$ cat src/rtl/pbr_pkg.sv
package pbr_pkg;

  typedef enum logic [2:0] {
    ST_IDLE     = 3'd0,
    ST_DEBOUNCE = 3'd1,
    ST_CHECK    = 3'd2,
    ST_WAIT_REL = 3'd3,
    ST_PULSE    = 3'd4,
    ST_PFAIL    = 3'd5,
    ST_RECOVER  = 3'd6
  } pbr_state_e;

  function automatic int unsigned cnt_width(input int unsigned maxv);
    return (maxv < 2) ? 1 : $clog2(maxv + 1);
  endfunction

  function automatic logic drives_pin(input pbr_state_e st);
    return (st == ST_DEBOUNCE) || (st == ST_PULSE) ||
           (st == ST_PFAIL)    || (st == ST_RECOVER);
  endfunction

endpackage

$ cat src/rtl/pbr_tick_timer.sv
// Down-counter in tick periods. done_o marks the edge carrying the last tick.
module pbr_tick_timer #(
  parameter int unsigned CW = 8
) (
  input  logic          clk,
  input  logic          rst,
  input  logic          tick_i,
  input  logic          load_i,
  input  logic [CW-1:0] len_i,
  output logic          done_o
);
  logic [CW-1:0] cnt_q;

  always_ff @(posedge clk) begin
    if (rst)                         cnt_q <= '0;
    else if (load_i)                 cnt_q <= len_i;
    else if (tick_i && cnt_q != '0)  cnt_q <= cnt_q - 1'b1;
  end

  assign done_o = tick_i && (cnt_q == CW'(1));
endmodule

$ cat src/rtl/pbr_pin_watch.sv
// Edge detector on the shared line; own drive forces the seen level high.
module pbr_pin_watch (
  input  logic clk,
  input  logic rst,
  input  logic sense_i,
  input  logic mask_i,
  output logic level_o,
  output logic fall_o,
  output logic rise_o
);
  logic prev_q;

  assign level_o = sense_i | mask_i;

  always_ff @(posedge clk) begin
    if (rst) prev_q <= 1'b1;
    else     prev_q <= level_o;
  end

  assign fall_o = prev_q & ~level_o;
  assign rise_o = ~prev_q & level_o;
endmodule

$ cat src/rtl/pbr_reset_ctrl.sv
module pbr_reset_ctrl
  import pbr_pkg::*;
#(
  parameter int unsigned DEBOUNCE_TICKS = 250,
  parameter int unsigned PULSE_TICKS    = 250,
  parameter int unsigned RECOVER_TICKS  = 250
) (
  input  logic clk,
  input  logic rst,
  input  logic tick_i,
  input  logic supply_ok_i,
  input  logic osc_run_i,
  input  logic pin_sense_i,
  output logic pin_drive_o
);
  localparam int unsigned MAX_A = (DEBOUNCE_TICKS > PULSE_TICKS) ? DEBOUNCE_TICKS : PULSE_TICKS;
  localparam int unsigned MAX_T = (MAX_A > RECOVER_TICKS) ? MAX_A : RECOVER_TICKS;
  localparam int unsigned CW    = cnt_width(MAX_T);
  localparam logic [CW-1:0] LEN_DEB = CW'(DEBOUNCE_TICKS);
  localparam logic [CW-1:0] LEN_PUL = CW'(PULSE_TICKS);
  localparam logic [CW-1:0] LEN_REC = CW'(RECOVER_TICKS);

  pbr_state_e    state_q, state_d;
  logic          drive_q;
  logic          seen_level, seen_fall, seen_rise;
  logic          tmr_load, tmr_done;
  logic [CW-1:0] tmr_len;

  pbr_pin_watch watch_i (
    .clk     (clk),
    .rst     (rst),
    .sense_i (pin_sense_i),
    .mask_i  (drive_q),
    .level_o (seen_level),
    .fall_o  (seen_fall),
    .rise_o  (seen_rise)
  );

  pbr_tick_timer #(.CW(CW)) timer_i (
    .clk    (clk),
    .rst    (rst),
    .tick_i (tick_i),
    .load_i (tmr_load),
    .len_i  (tmr_len),
    .done_o (tmr_done)
  );

  always_comb begin
    state_d  = state_q;
    tmr_load = 1'b0;
    tmr_len  = LEN_DEB;
    if (!supply_ok_i) begin
      state_d = ST_PFAIL;
    end else begin
      unique case (state_q)
        ST_IDLE: if (seen_fall) begin
          state_d  = ST_DEBOUNCE;
          tmr_load = 1'b1;
          tmr_len  = LEN_DEB;
        end
        ST_DEBOUNCE: if (tmr_done) state_d = ST_CHECK;
        ST_CHECK:    state_d = seen_level ? ST_IDLE : ST_WAIT_REL;
        ST_WAIT_REL: if (seen_rise) begin
          state_d  = ST_PULSE;
          tmr_load = 1'b1;
          tmr_len  = LEN_PUL;
        end
        ST_PULSE:    if (tmr_done) state_d = ST_IDLE;
        ST_PFAIL: if (osc_run_i) begin
          state_d  = ST_RECOVER;
          tmr_load = 1'b1;
          tmr_len  = LEN_REC;
        end else begin
          state_d = ST_IDLE;
        end
        ST_RECOVER:  if (tmr_done) state_d = ST_IDLE;
        default:     state_d = ST_IDLE;
      endcase
    end
  end

  always_ff @(posedge clk) begin
    if (rst) begin
      state_q <= ST_IDLE;
      drive_q <= 1'b0;
    end else begin
      state_q <= state_d;
      drive_q <= drives_pin(state_d);
    end
  end

  assign pin_drive_o = drive_q;
endmodule

$ cat config.mk
export PLATFORM = sky130hd
export DESIGN_NAME = pbr_reset_ctrl
export DESIGN_NICKNAME = d
export VERILOG_FILES = /design/src/rtl/pbr_pkg.sv /design/src/rtl/pbr_tick_timer.sv /design/src/rtl/pbr_pin_watch.sv /design/src/rtl/pbr_reset_ctrl.sv
export SDC_FILE = /design/constraint.sdc
export NUM_CORES = 1
export LEC_CHECK = 0
export ABC_CLOCK_PERIOD_IN_PS = 2700
export BUFFER_PORTS_ARGS = -buffer_cell sky130_fd_sc_hd__clkbuf_2
export CAP_MARGIN = 0
export CORE_MARGIN = 5
export CORE_UTILIZATION = 45
export DETAILED_ROUTE_END_ITERATION = 7
export GPL_ROUTABILITY_DRIVEN = 0
export GPL_TIMING_DRIVEN = 0
export PLACE_DENSITY_LB_ADDON = 0.08
export SKIP_CTS_REPAIR_TIMING = 1
export SLEW_MARGIN = 30
export SYNTH_ARGS = -nofsm -noshare
export SYNTH_HDL_FRONTEND = slang
export SYNTH_HIERARCHICAL = 1
export SYNTH_SLANG_ARGS = --single-unit
$ cat constraint.sdc
create_clock -name clk -period 2.7 [get_ports clk]
set_input_delay 0.405 -clock clk [delete_from_list [all_inputs] [get_ports clk]]
set_output_delay 0.405 -clock clk [all_outputs]
set_load 0.005 [all_outputs]
After elaboration in Yosys (flattened, before gate mapping). Cells that the tools add are included.

Bits in registers: 13. Input bits: 6.

Add/sub/neg operators: 1. Equality and inequality tests: 11. Muxes and demuxes: 15. Bitwise logic cells: 5. Reductions and logical operators: 10.

Operator list (number): 3-bit equality test, second input constant (6); 3-bit two-way mux (6); 3-bit case mux with 6 select lines (1); 8-bit two-way mux (2); 8-bit by 1-bit equality test with 1-bit output, second input constant (1); 8-bit nonzero test (1); 8-bit by 1-bit subtractor with 8-bit output, second input constant (1); 3-bit by 1-bit equality test with 1-bit output, second input constant (2); 3-bit by 2-bit equality test with 1-bit output, second input constant (2); 1-bit two-way mux (4); 2-bit OR reduction (2); 3-bit zero test (1); 1-bit logical OR (3); 1-bit case mux with 3 select lines (1); 1-bit bitwise AND (2); 1-bit logical AND (2); 2-bit two-way mux (1); 1-bit inverter (2); 2-bit nonzero test (1); 1-bit OR (1).

Logic depth before layout (Yosys ltp). Gate-level depths: netlist of the first run.

Word-level depth: 10. Depth in mapped cells: 10. Mapped depth without buffers: 9.

By module. The synthesis of the first run kept the hierarchy.

Modules (own cells, without submodules): pbr_tick_timer (times used 1, cells an instance 63, area each 513.0 sq um, seq. area each 160.2 sq um); pbr_reset_ctrl (times used 1, cells an instance 36, area each 282.8 sq um, seq. area each 80.1 sq um); pbr_pin_watch (times used 1, cells an instance 5, area each 50.0 sq um, seq. area each 20.0 sq um).

Worst setup path before layout of the first run. OpenSTA, ideal clock, no wires.

Path type: register to register. From: register timer_i.cnt_q[2]. To: register drive_q, in the netlist pin_drive_o. Data arrival time: 1.898 ns. Data required time: 2.614 ns. Path slack: 0.716 ns. Stages on the path, launching flop included: 8. Cells stage by stage: dfxtp_1 or2_1 or3_1 nor4_1 nor2b_1 nor3b_1 o2bb2a_2 a221oi_2.

Longest elaborated chain between the ends: 9. Elaborated cells on any way between the ends: 13. Classes of those cells: eq/ne: 5; mux: 4; reduce/logical: 4.

RTL lines: start: declaration (RTL line pbr_tick_timer.sv:12) `logic [CW-1:0] cnt_q;`; start signal: assignment (RTL line pbr_tick_timer.sv:16) `else if (load_i) cnt_q <= len_i;`; start signal: assignment (RTL line pbr_tick_timer.sv:17) `else if (tick_i && cnt_q != '0) cnt_q <= cnt_q - 1'b1;`; 8-bit by 1-bit equality test with 1-bit output (*) (RTL line pbr_tick_timer.sv:20) `assign done_o = tick_i && (cnt_q == CW'(1));`; 1-bit logical AND (*) (RTL line pbr_tick_timer.sv:20); via tmr_done (RTL line pbr_reset_ctrl.sv:26) `logic tmr_load, tmr_done;`; 3-bit two-way mux (on tied branches) (RTL line pbr_reset_ctrl.sv:68, pbr_reset_ctrl.sv:76, pbr_reset_ctrl.sv:61); 3-bit case mux with 6 select lines (*) (RTL line pbr_reset_ctrl.sv:55) `unique case (state_q)`; 3-bit two-way mux (*) (RTL line pbr_reset_ctrl.sv:52) `if (!supply_ok_i) begin`; 3-bit by 1-bit equality test with 1-bit output / 3-bit equality test (equally long branches) (RTL line pbr_pkg.sv:18) `return (st == ST_DEBOUNCE) || (st == ST_PULSE) ||`; 1-bit logical OR (2 in a row) (RTL line pbr_pkg.sv:18); 1-bit logical OR (*) (RTL line pbr_pkg.sv:19) `(st == ST_PFAIL) || (st == ST_RECOVER);`; end signal: assignment (RTL line pbr_reset_ctrl.sv:88) `drive_q <= drives_pin(state_d);`; end: declaration (RTL line pbr_reset_ctrl.sv:24) `logic drive_q;`.

Mark *: on every way through the listed nets, which the timed path passes. The rest lies on a longest branch. A chain may end at the register's enable or synchronous reset.

Final worst setup path of the first run.
From: register drive_q, in the netlist pin_drive_o. To: register timer_i.cnt_q[3].

Elaborated cells on any way between the ends: 10. Classes of those cells: mux: 5; bitwise: 4; reduce/logical: 1.

RTL lines: 1-bit OR (*) (RTL line pbr_pin_watch.sv:13) `assign level_o = sense_i | mask_i;`; 1-bit bitwise AND (*) (RTL line pbr_pin_watch.sv:21) `assign rise_o = ~prev_q & level_o;`; via seen_rise (RTL line pbr_reset_ctrl.sv:25) `logic seen_level, seen_fall, seen_rise;`; 1-bit two-way mux (*) (RTL line pbr_reset_ctrl.sv:63) `ST_WAIT_REL: if (seen_rise) begin`; 1-bit case mux with 3 select lines (*) (RTL line pbr_reset_ctrl.sv:55); 1-bit two-way mux (*) (RTL line pbr_reset_ctrl.sv:52); via tmr_load (RTL line pbr_reset_ctrl.sv:26); 8-bit two-way mux / 2-bit nonzero test (equally long branches).

Marked as above.

==> impl_metrics.tcl, run 1 <==
set metrics [dict create \
    ir_drop_v 0.0004273 \
    critPathKind "flip-flop to flip-flop" \
    ys_warn_count 6 \
    powerDensity_nw_per_um2 823.1 \
    hold_path.class "primary input to flip-flop" \
    io_buffer_count 6 \
    end_kind "flip-flop" \
    synth_edf_count 0 \
    fmax_mhz 421.5 \
    rows 15 \
    cap_violations 0 \
    path_cells "o21ba_2, nand2_1, o21ai_1, nor2_1, nor2_1, clkbuf_1, clkinv_1, and4_1, nor4_1" \
    worst_slack_ps 327.7 \
    grt_max_degree 11 \
    synth_seq_cells 13 \
    finalClockSkew_ps 0.9770 \
    maxSlewHeadroom 0.4781 \
    fin_crit_ps 2372 \
    worstHoldStart "supply_ok_i" \
    finalNonFillerCells 145 \
    first_global_vias 760 \
    fillers 188 \
    core_um2 1764 \
    drt_iter0_markers 7 \
    yosysTopAreaCell "dfxtp_1" \
    fin_setup_tns_ps 0 \
    tritoncts "yes" \
    syn_area_per_cell_um2 8.133 \
    min_path_cells 2 \
    worstMarginPinSlew_ps 775.7 \
    rsz0062_at_grt "false" \
    grt_pass1_wl_um 3194 \
    first_pass_iters 4 \
    p_comb_frac 0.460 \
    hold_viol_final 0 \
    num_vias 781 \
    layout-drive-gt1-share 0.1250 \
    leakage_nw 0.3688 \
    htree_num_levels 1 \
    synthTopCellsByCount "13 x dfxtp_1, 10 x nor2_1, 6 x a211oi_1" \
    yosysSeqAreaShare 0.3077 \
    cts_buffers 3 \
    r2r_cells 9 \
    cp.arrival_ps 2550 \
    cpPeakStageDelay_ps 400 \
    diodes 0 \
    wl_um 1803 \
    status "complete, no violations" \
    swShare 0.4025 \
    initial_utilization 0.4794 \
    hold_ws_ps 319.4 \
    antenna_found_initial 0 \
    clk_latency_ps 270 \
    r2r-end "timer_i/cnt_q[3]" \
    track_usage 0.1551 \
    internal_power_w 0.0004701 \
    clockBufferDepth 2 \
    crit_fanout 10 \
    io_pins 7 \
    synth_top_area_frac 0.3077 \
    finalSetupViolCount 0 \
    fin_crit_sh 0.8786 \
    crit_top_cell "nor2_1" \
    cp-start-kind "flip-flop" \
    fp.dieW_um 53.36 \
    postSynth.asyncResetShare 0 \
    dieArea_um2 2847 \
    ys_top_cells_by_area "dfxtp_1 31%, a211oi_1 5.3%, ha_1 4.4%" \
    vias_per_cell 5.386 \
    p_sw_w 0.0003167 \
    dpl.cell_count 141 \
    hpwl_um 1386 \
    fin_nets 130 \
    antenna_left 0 \
    hold_end "state_q[0]" \
    slowest_stage "dfxtp_1" \
    r2r_start "pin_drive_o" \
    synthesis.area_um2 845.8 \
    area_growth_pct 13.02 \
    synth.distinct_cells 43 \
    grt-ovfl-total 0 \
    die_height_um 53.36 \
    synth.most_common_cell "dfxtp_1" \
    clockRootBuffer "clkbuf_4" \
    pre_cts_slack_ps 245.6 \
    r2r_slack_ps 330 \
    pwr-share-seq 0.391 \
    synthFlopType "dfxtp_1" \
    cts.sinks 13 \
    post_drt_wl_per_cell_um 12.43 \
    power_frac_clock 0.149 \
    power_w 0.0007868 \
    required_ps 2870 \
    path_clk_slew_ps 80 \
    drcViolationCount 0 \
    slew_violations 0 \
    syn_inst 104 \
]
-- worst max-delay path by stage --
| stage | startpoint | end | depth (start not counted) |
|---|---|---|---|
| global route | pin_drive_o | timer_i/cnt_q[3] | 9 |
| finish | pin_drive_o | timer_i/cnt_q[3] | 9 |
| CTS | pin_drive_o | timer_i/cnt_q[3] | 9 |
| detailed placement | pin_sense_i | timer_i/cnt_q[3] | 10 |
| floorplan | timer_i/cnt_q[2] | pin_drive_o | 7 |
| global placement | pin_sense_i | timer_i/cnt_q[3] | 10 |
-- critical path: cells and delay by family, from the launching register on --
kind | cells | cell delay [ps]
flops | 1 | 400
compound gates | 2 | 430
simple gates | 5 | 740
buf+inv | 2 | 720
-- cell type report --
class	count	area (um^2)	area share
clock buffer	4	26.28	0.02749
inverter	6	22.52	0.02356
timing repair buffer	6	30.03	0.03141
buffer	3	12.51	0.01309
sequential	13	260.3	0.2723
tap	25	31.28	0.03272
multi-input combinational	88	573.1	0.5995
-- cell families after synthesis --
family,synth area share
and+or+nand+nor,0.3166
AOI/OAI and AO/OA,0.2382
DFF,0.3077
muxes,0.01183
xor gates and xnor gates,0.03107
other,0.008879
adders and majority gates,0.04438
buffers and inverters,0.04140
-- per-stage QoR --
| stage | utilization | cell area, um^2 |
|---|---|---|
| 3_3_place_gp | 0.5270 | 929.6 |
| 5_1_grt | 0.5418 | 955.9 |
| 2_1_floorplan | - | 868.3 |
| 6_report | 0.5418 | 955.9 |
| 3_5_place_dp | 0.5270 | 929.6 |
| 4_1_cts | 0.5418 | 955.9 |
-- power by group through the flow --
stage | Sequential [W] | Combinational, W | Clock (W)
after floorplan | 0.000294 | 0.000295 | 0
after global placement | 0.000309 | 0.000347 | 0
after detailed placement | 0.000311 | 0.000354 | 0
after CTS | 0.000306 | 0.000359 | 0.000129
after global routing | 0.000313 | 0.000413 | 0.000142
final | 0.000308 | 0.000362 | 0.000118
-- sequential cells by signal, summed over array words and instances (netlist names) --
register and count:
timer_i/cnt_q 8, state_q 3, pin_drive_o 1, watch_i/prev_q 1
-- cell usage in the layout, fill, tap and decap left out, drive strengths merged, types with 2 or more instances in the layout --
master and n:
nand2b 4, ha 3, o21ai 4, inv 5, a31oi 2, nor3b 3
xnor2 3, conb 8, a211oi 7, nor2 10, dfxtp 13, a21oi 5
or2 3, buf 2, nor4 4, clkbuf 11, nor2b 3, nand2 4
a21boi 2, nor3 5, or3 2
-- per-layer routing --
layer | up-vias | routed length (um) | GRT usage
li1 | 412 | - | -
met1 | 363 | 784 | 0.1636
met2 | 4 | 970 | 0.2755
met3 | 2 | 33 | 0.05070
met4 | 0 | 14 | 0.06809
met5 | - | 0 | 0
Power figures use the tool's default switching activity.
==> inputs of run 2 (changes only) <==
--- a/config.mk
+++ b/config.mk
@@ -12,11 +12,9 @@
 export CORE_UTILIZATION = 45
 export DETAILED_ROUTE_END_ITERATION = 7
 export GPL_ROUTABILITY_DRIVEN = 0
-export GPL_TIMING_DRIVEN = 0
 export PLACE_DENSITY_LB_ADDON = 0.08
 export SKIP_CTS_REPAIR_TIMING = 1
 export SLEW_MARGIN = 30
 export SYNTH_ARGS = -nofsm -noshare
 export SYNTH_HDL_FRONTEND = slang
-export SYNTH_HIERARCHICAL = 1
 export SYNTH_SLANG_ARGS = --single-unit
==> run 2 against run 1 <==
Fmax is 27% higher. Flip-flop and latch count stayed put. Routed wire length is 15% lower. Highest routed layer unchanged. Clock-buffer cell count did not move. Final cell count shrank 17%. Clock power is essentially flat. Critical path type unchanged.
==> impl_metrics.tcl, run 2 <==
set metrics [dict create \
    fin_nets 104 \
    syn_area_per_cell_um2 9.199 \
    synth.distinct_cells 44 \
    power_w 0.0007714 \
    fp.dieW_um 52.42 \
    synth.most_common_cell "dfxtp_1" \
    maxSlewHeadroom 0.5276 \
    r2r_start "timer_i.cnt_q[4]" \
    pre_cts_slack_ps 862.6 \
    fmax_mhz 534.4 \
    ys_top_cells_by_area "dfxtp_1 32%, a21oi_1 5.6%, xor2_1 4.3%" \
    first_global_vias 593 \
    antenna_found_initial 0 \
    reg_top3 "timer_i.cnt_q (8), state_q (3)" \
    slew_violations 0 \
    path_clk_slew_ps 80 \
    ir_drop_v 0.0003740 \
    clockRootBuffer "clkbuf_4" \
    track_usage 0.1268 \
    r2r_cells 4 \
    clk_latency_ps 270 \
    syn_inst 88 \
    cts.sinks 13 \
    hpwl_um 1144 \
    status "complete, no violations" \
    fin_crit_sh 0.6931 \
    grt_pass1_wl_um 2587 \
    postSynth.asyncResetShare 0 \
    crit_fanout 11 \
    worstHoldStart "supply_ok_i" \
    setup.worst_path.start "timer_i.cnt_q[4]" \
    hold_path.class "primary input to flip-flop" \
    synthFlopType "dfxtp_1" \
    post_drt_wl_per_cell_um 12.76 \
    cp.arrival_ps 2060 \
    first_pass_iters 6 \
    hold_end "state_q[0]" \
    grt-ovfl-total 0 \
    cp-start-kind "flip-flop" \
    synth_edf_count 0 \
    r2r_slack_ps 830 \
    most-common-layout-cells "13 x dfxtp_1, 9 x a21oi_1, 7 x inv_1, 6 x clkbuf_2, 5 x nor2_1" \
    worst_slack_ps 828.7 \
    clockBufferDepth 2 \
    layout-drive-gt1-share 0.1789 \
    wl_um 1531 \
    area_growth_pct 7.728 \
    synth_seq_cells 13 \
    fin_crit_ps 1871 \
    cap_violations 0 \
    rows 15 \
    rsz0062_at_grt "false" \
    antenna_left 0 \
    min_path_cells 2 \
    tritoncts "yes" \
    drcViolationCount 0 \
    io_buffer_count 6 \
    vias_per_cell 5.550 \
    fin_setup_tns_ps 0 \
    grt_max_degree 14 \
    hold_viol_final 0 \
    ys_warn_count 0 \
    critPathKind "flip-flop to flip-flop" \
    place_area_um2 845.8 \
    syn-num-nets 96 \
    synth_top_area_frac 0.3215 \
    final_cell_area_um2 872.1 \
    dieArea_um2 2747 \
    drt_iter0_markers 12 \
    core_um2 1727 \
    yosysTopAreaCell "dfxtp_1" \
    largest_register_ff_count 8 \
    powerDensity_nw_per_um2 884.5 \
    finalClockSkew_ps 4.910 \
    leakage_nw 0.3475 \
    yosysSeqAreaShare 0.3215 \
    end_kind "flip-flop" \
    synthesis.area_um2 809.5 \
    finalSetupViolCount 0 \
    num_vias 666 \
    fillers 176 \
    worstMarginPinSlew_ps 698.8 \
    io_pins 7 \
    htree_num_levels 1 \
    initial_utilization 0.4688 \
    r2r-end "pin_drive_o" \
    diodes 0 \
    cts_buffers 3 \
    synthTopCellsByCount "13 x dfxtp_1, 9 x a21oi_1, 7 x inv_1, 5 x nor2_1, 4 x xor2_1" \
    die_height_um 52.42 \
    required_ps 2890 \
    regMostFlops "timer_i.cnt_q" \
    layout_commonest_cell "dfxtp_1" \
]
-- run 2: cell types whose count changed after synthesis, moves of 3 or more --
cell / before / now
and2_1: 0 / 3
nor2_1: 10 / 5
nor4_1: 4 / 1
or2_1: 3 / 0
a21oi_1: 5 / 9
nor3_1: 5 / 0
a211oi_1: 6 / 0
xor2_1: 0 / 4
-- run 2: power breakdown --
part           internal, W  leakage, nW  total [W]  switching, W
combinational     0.000167        0.225   0.000345      0.000177
clock            0.0000572       0.0150   0.000116     0.0000590
sequential        0.000243        0.107   0.000310     0.0000679
total             0.000467        0.348   0.000771      0.000304
-- run 2: final cells by class --
type,instances,area [um^2],share of cell area
repair buffers,6,30.03,0.03443
inverters,7,26.28,0.03013
flip-flops and latches,13,260.3,0.2984
multi-input cells,65,498.0,0.5710
clock buffers,4,26.28,0.03013
well taps,25,31.28,0.03587
-- run 2: through the flow --
step | hold slack (ps) | cells | util
2_1_floorplan | 496.9 | 88 | -
3_3_place_gp | 531.1 | 116 | 0.4899
3_5_place_dp | 514.5 | 116 | 0.4899
4_1_cts | 340.6 | 120 | 0.5051
5_1_grt | 338.7 | 120 | 0.5051
6_report | 355.5 | 120 | 0.5051
-- run 2: cells by family (layout without fill, tap and decap cells) --
family          count (synthesis)  after routing  synth area share
compound gates                 24             24            0.2380
xor+xnor                        5              5           0.05409
mux                             1              1           0.01391
simple gates                   33             33            0.2782
fa+ha+maj                       2              2           0.03091
flops                          13             13            0.3215
buf+inv                        10             17           0.06337
-- run 2: worst max-delay path, cell delays in order (launching register included) --
cell and delay [ps]:
dfxtp_1 350, or4_4 630, o211ai_2 190, or3b_1 390, a221oi_2 230
-- run 2: worst max path at each step --
stage,endpoint,slack (ps),cells after the start
5_1_grt,pin_drive_o,750,4
4_1_cts,pin_drive_o,820,4
3_5_place_dp,pin_drive_o,860,4
3_3_place_gp,pin_drive_o,890,4
2_1_floorplan,timer_i.cnt_q[1],920,5
6_report,pin_drive_o,830,4
-- run 2: layer usage --
layer  vias to the layer above  GRT usage  share of wire
met4                         0    0.03830         0.0091
met5                         -          0              0
met2                         6     0.2025           0.48
met1                       317     0.1524           0.47
met3                         2    0.05413          0.039
li1                        341          -              -
==> inputs of run 3 (changes only) <==
--- a/config.mk
+++ b/config.mk
@@ -5,7 +5,8 @@
 export SDC_FILE = /design/constraint.sdc
 export NUM_CORES = 1
 export LEC_CHECK = 0
-export ABC_CLOCK_PERIOD_IN_PS = 2700
+export ABC_AREA = 1
+export ABC_CLOCK_PERIOD_IN_PS = 1620
 export BUFFER_PORTS_ARGS = -buffer_cell sky130_fd_sc_hd__clkbuf_2
 export CAP_MARGIN = 0
 export CORE_MARGIN = 5
==> constraint.sdc (replaced) <==
create_clock -name clk -period 1.62 [get_ports clk]
set_input_delay 0.243 -clock clk [delete_from_list [all_inputs] [get_ports clk]]
set_output_delay 0.243 -clock clk [all_outputs]
set_load 0.005 [all_outputs]
==> run 3 against run 2 <==
Register-to-register slack worse by 680 ps. Global-route usage up 0.057 points. Hold slack worse by 170 ps. Sequential share of layout area down 4.4 points. Clock-buffer cell count down 1. Sequential power up 61%. Non-clock buffer count up 3. Die area up 11%. Clock skew down 3.8 ps. Critical path type unchanged.
==> impl_metrics.tcl, run 3 <==
set metrics [dict create \
    status "complete, no violations" \
    p_sw_w 0.0007455 \
    syn_inst 145 \
    antenna_found_initial 0 \
    pre_cts_slack_ps 157.9 \
    ys_top_cells_by_area "dfxtp_1 28%, nand2_1 17%, inv_1 12%" \
    internal_power_w 0.0008523 \
    vias_per_cell 4.658 \
    fp.dieW_um 55.33 \
    gr-usage-met2 0.1841 \
    path_cells "inv_1, ha_1, nand2_4, nor2_4, nor2_4, buf_4, nand3_2, nand2_1, inv_1, a21oi_1" \
    grt_max_degree 11 \
    io_buffer_count 6 \
    power_frac_clock 0.133 \
    grt_use_met1 0.1802 \
    grt_pass1_wl_um 3187 \
    slowest_stage "dfxtp_1" \
    layout-drive-gt1-share 0.1911 \
    largest_register_ff_count 8 \
    finalClockSkew_ps 1.160 \
    cpPeakStageDelay_ps 360 \
    worst_slack_ps 153.4 \
    maxSlewHeadroom 0.8513 \
    initial_utilization 0.4713 \
    critPathKind "flip-flop to flip-flop" \
    yosysTopAreaCell "dfxtp_1" \
    hold_viol_final 0 \
    fin_crit_ps 1467 \
    synth_edf_count 0 \
    crit_fanout 7 \
    ir_drop_v 0.0009150 \
    yosysSeqAreaShare 0.2815 \
    fin_crit_sh 0.9053 \
    fin_setup_tns_ps 0 \
    synthFlopType "dfxtp_1" \
    clockBufferDepth 2 \
    slew_violations 0 \
    core_um2 1962 \
    reg_top3 "timer_i.cnt_q (8), state_q (3)" \
    path_clk_slew_ps 80 \
    drcViolationCount 0 \
    worstMarginPinSlew_ps 222.8 \
    io_pins 7 \
    finalNonFillerCells 184 \
    hold_ws_ps 187.8 \
    top_usage_layer "met2" \
    cp-start-kind "flip-flop" \
    antenna_left 0 \
    dieArea_um2 3061 \
    synthesis.area_um2 924.6 \
    synth.distinct_cells 19 \
    synth_top_area_frac 0.2815 \
    clockRootBuffer "clkbuf_4" \
    first_global_vias 696 \
    postSynth.asyncResetShare 0 \
    tritoncts "yes" \
    area_growth_pct 10.69 \
    synth_seq_cells 13 \
    end_kind "flip-flop" \
    grt-ovfl-total 0 \
    syn_area_per_cell_um2 6.377 \
    cts_buffers 3 \
    hpwl_um 1474 \
    ys_warn_count 0 \
    p_comb_frac 0.555 \
    num_vias 857 \
    cts.sinks 13 \
    cp.arrival_ps 1690 \
    cap_violations 0 \
    clk_latency_ps 290 \
    htree_num_levels 1 \
    first_pass_iters 4 \
    rsz0062_at_grt "false" \
    finalSetupViolCount 0 \
    wl_um 1793 \
    rows 16 \
    regMostFlops "timer_i.cnt_q" \
    powerDensity_nw_per_um2 1561 \
    most-common-layout-cells "41 x nand2_1, 30 x inv_1, 17 x nor2_1, 13 x nand3_1, 13 x dfxtp_1" \
    synth.most_common_cell "nand2_1" \
    swShare 0.4666 \
    fin_nets 166 \
    synthTopCellsByCount "41 x nand2_1, 30 x inv_1, 17 x nor2_1, 13 x dfxtp_1, 13 x nand3_1" \
    die_height_um 55.33 \
    hold_path.class "primary input to flip-flop" \
    leakage_nw 0.5728 \
    met3_usage 0.04196 \
    post_drt_wl_per_cell_um 9.745 \
    drt_iter0_markers 17 \
    pwr-share-seq 0.312 \
    fmax_mhz 681.9 \
    syn-num-nets 153 \
    layout_commonest_cell "nand2_1" \
    track_usage 0.1273 \
    diodes 0 \
    required_ps 1850 \
    dpl.cell_count 180 \
]
-- run 3: cell types whose count changed in the layout (fill, tap and decap cells not counted), sizes merged, moves of 2 or more --
cell / change
nand2: +44
inv: +23
nor2: +16
nand3: +15
a21oi: -4
xor2: -4
and2: -3
buf: +3
nand2b: -2
nand4: +2
nor2b: -2
nor3b: -2
or3: -2
-- run 3: critical path, delay by kind of cell (launching register included) --
family / cells / cell delay, ps
simple gates: 5 / 370
flops: 1 / 360
buf+inv: 3 / 330
compound gates: 1 / 100
fa+ha+maj: 1 / 260
-- run 3: cell families after synthesis --
family	after synthesis	share of synthesized area
buffers and inverters	31	0.1380
AO/OA/AOI/OAI	10	0.07442
flip-flops	13	0.2815
AND/OR/NAND/NOR	89	0.4790
adder cells (fa/ha/maj)	2	0.02706
-- run 3: final cells by class --
type,count,area (um^2)
well taps,27,33.78
clock inverters,1,5.005
fillers,222,938.4
inverters,30,112.6
clock buffers,3,22.52
repair buffers,9,52.55
flip-flops and latches,13,260.3
multi-input cells,101,536.8
-- run 3: worst paths after layout --
check	start	end	slack, ps	depth (start not counted)
max reg2reg	timer_i.cnt_q[0]	timer_i.cnt_q[6]	150	10
max	timer_i.cnt_q[0]	timer_i.cnt_q[6]	150	10
min reg2reg	timer_i.cnt_q[0]	timer_i.cnt_q[0]	490	2
min	pin_sense_i	watch_i.prev_q	190	3
-- run 3: power groups by stage --
stage | registers [W] | logic (W) | clock network, W
global route | 0.000515 | 0.00102 | 0.000238
CTS | 0.000499 | 0.000899 | 0.000222
detailed placement | 0.000505 | 0.000895 | 0
finish | 0.000498 | 0.000888 | 0.000212
floorplan | 0.000483 | 0.000758 | 0
global placement | 0.000507 | 0.000884 | 0
-- run 3: stage by stage --
step,total power [W],cell area (um^2),util
finish,0.001598,1023,0.5217
CTS,0.001620,1023,0.5217
detailed placement,0.001400,996.0,0.5077
global placement,0.001391,996.0,0.5077
global route,0.001770,1023,0.5217
floorplan,0.001241,924.6,-
-- run 3: metal layers --
layer / share of wire / up-vias / wire [um]
li1: - / 470 / -
met1: 0.52 / 374 / 926
met2: 0.43 / 10 / 777
met3: 0.040 / 3 / 71
met4: 0.010 / 0 / 18
met5: 0 / - / 0
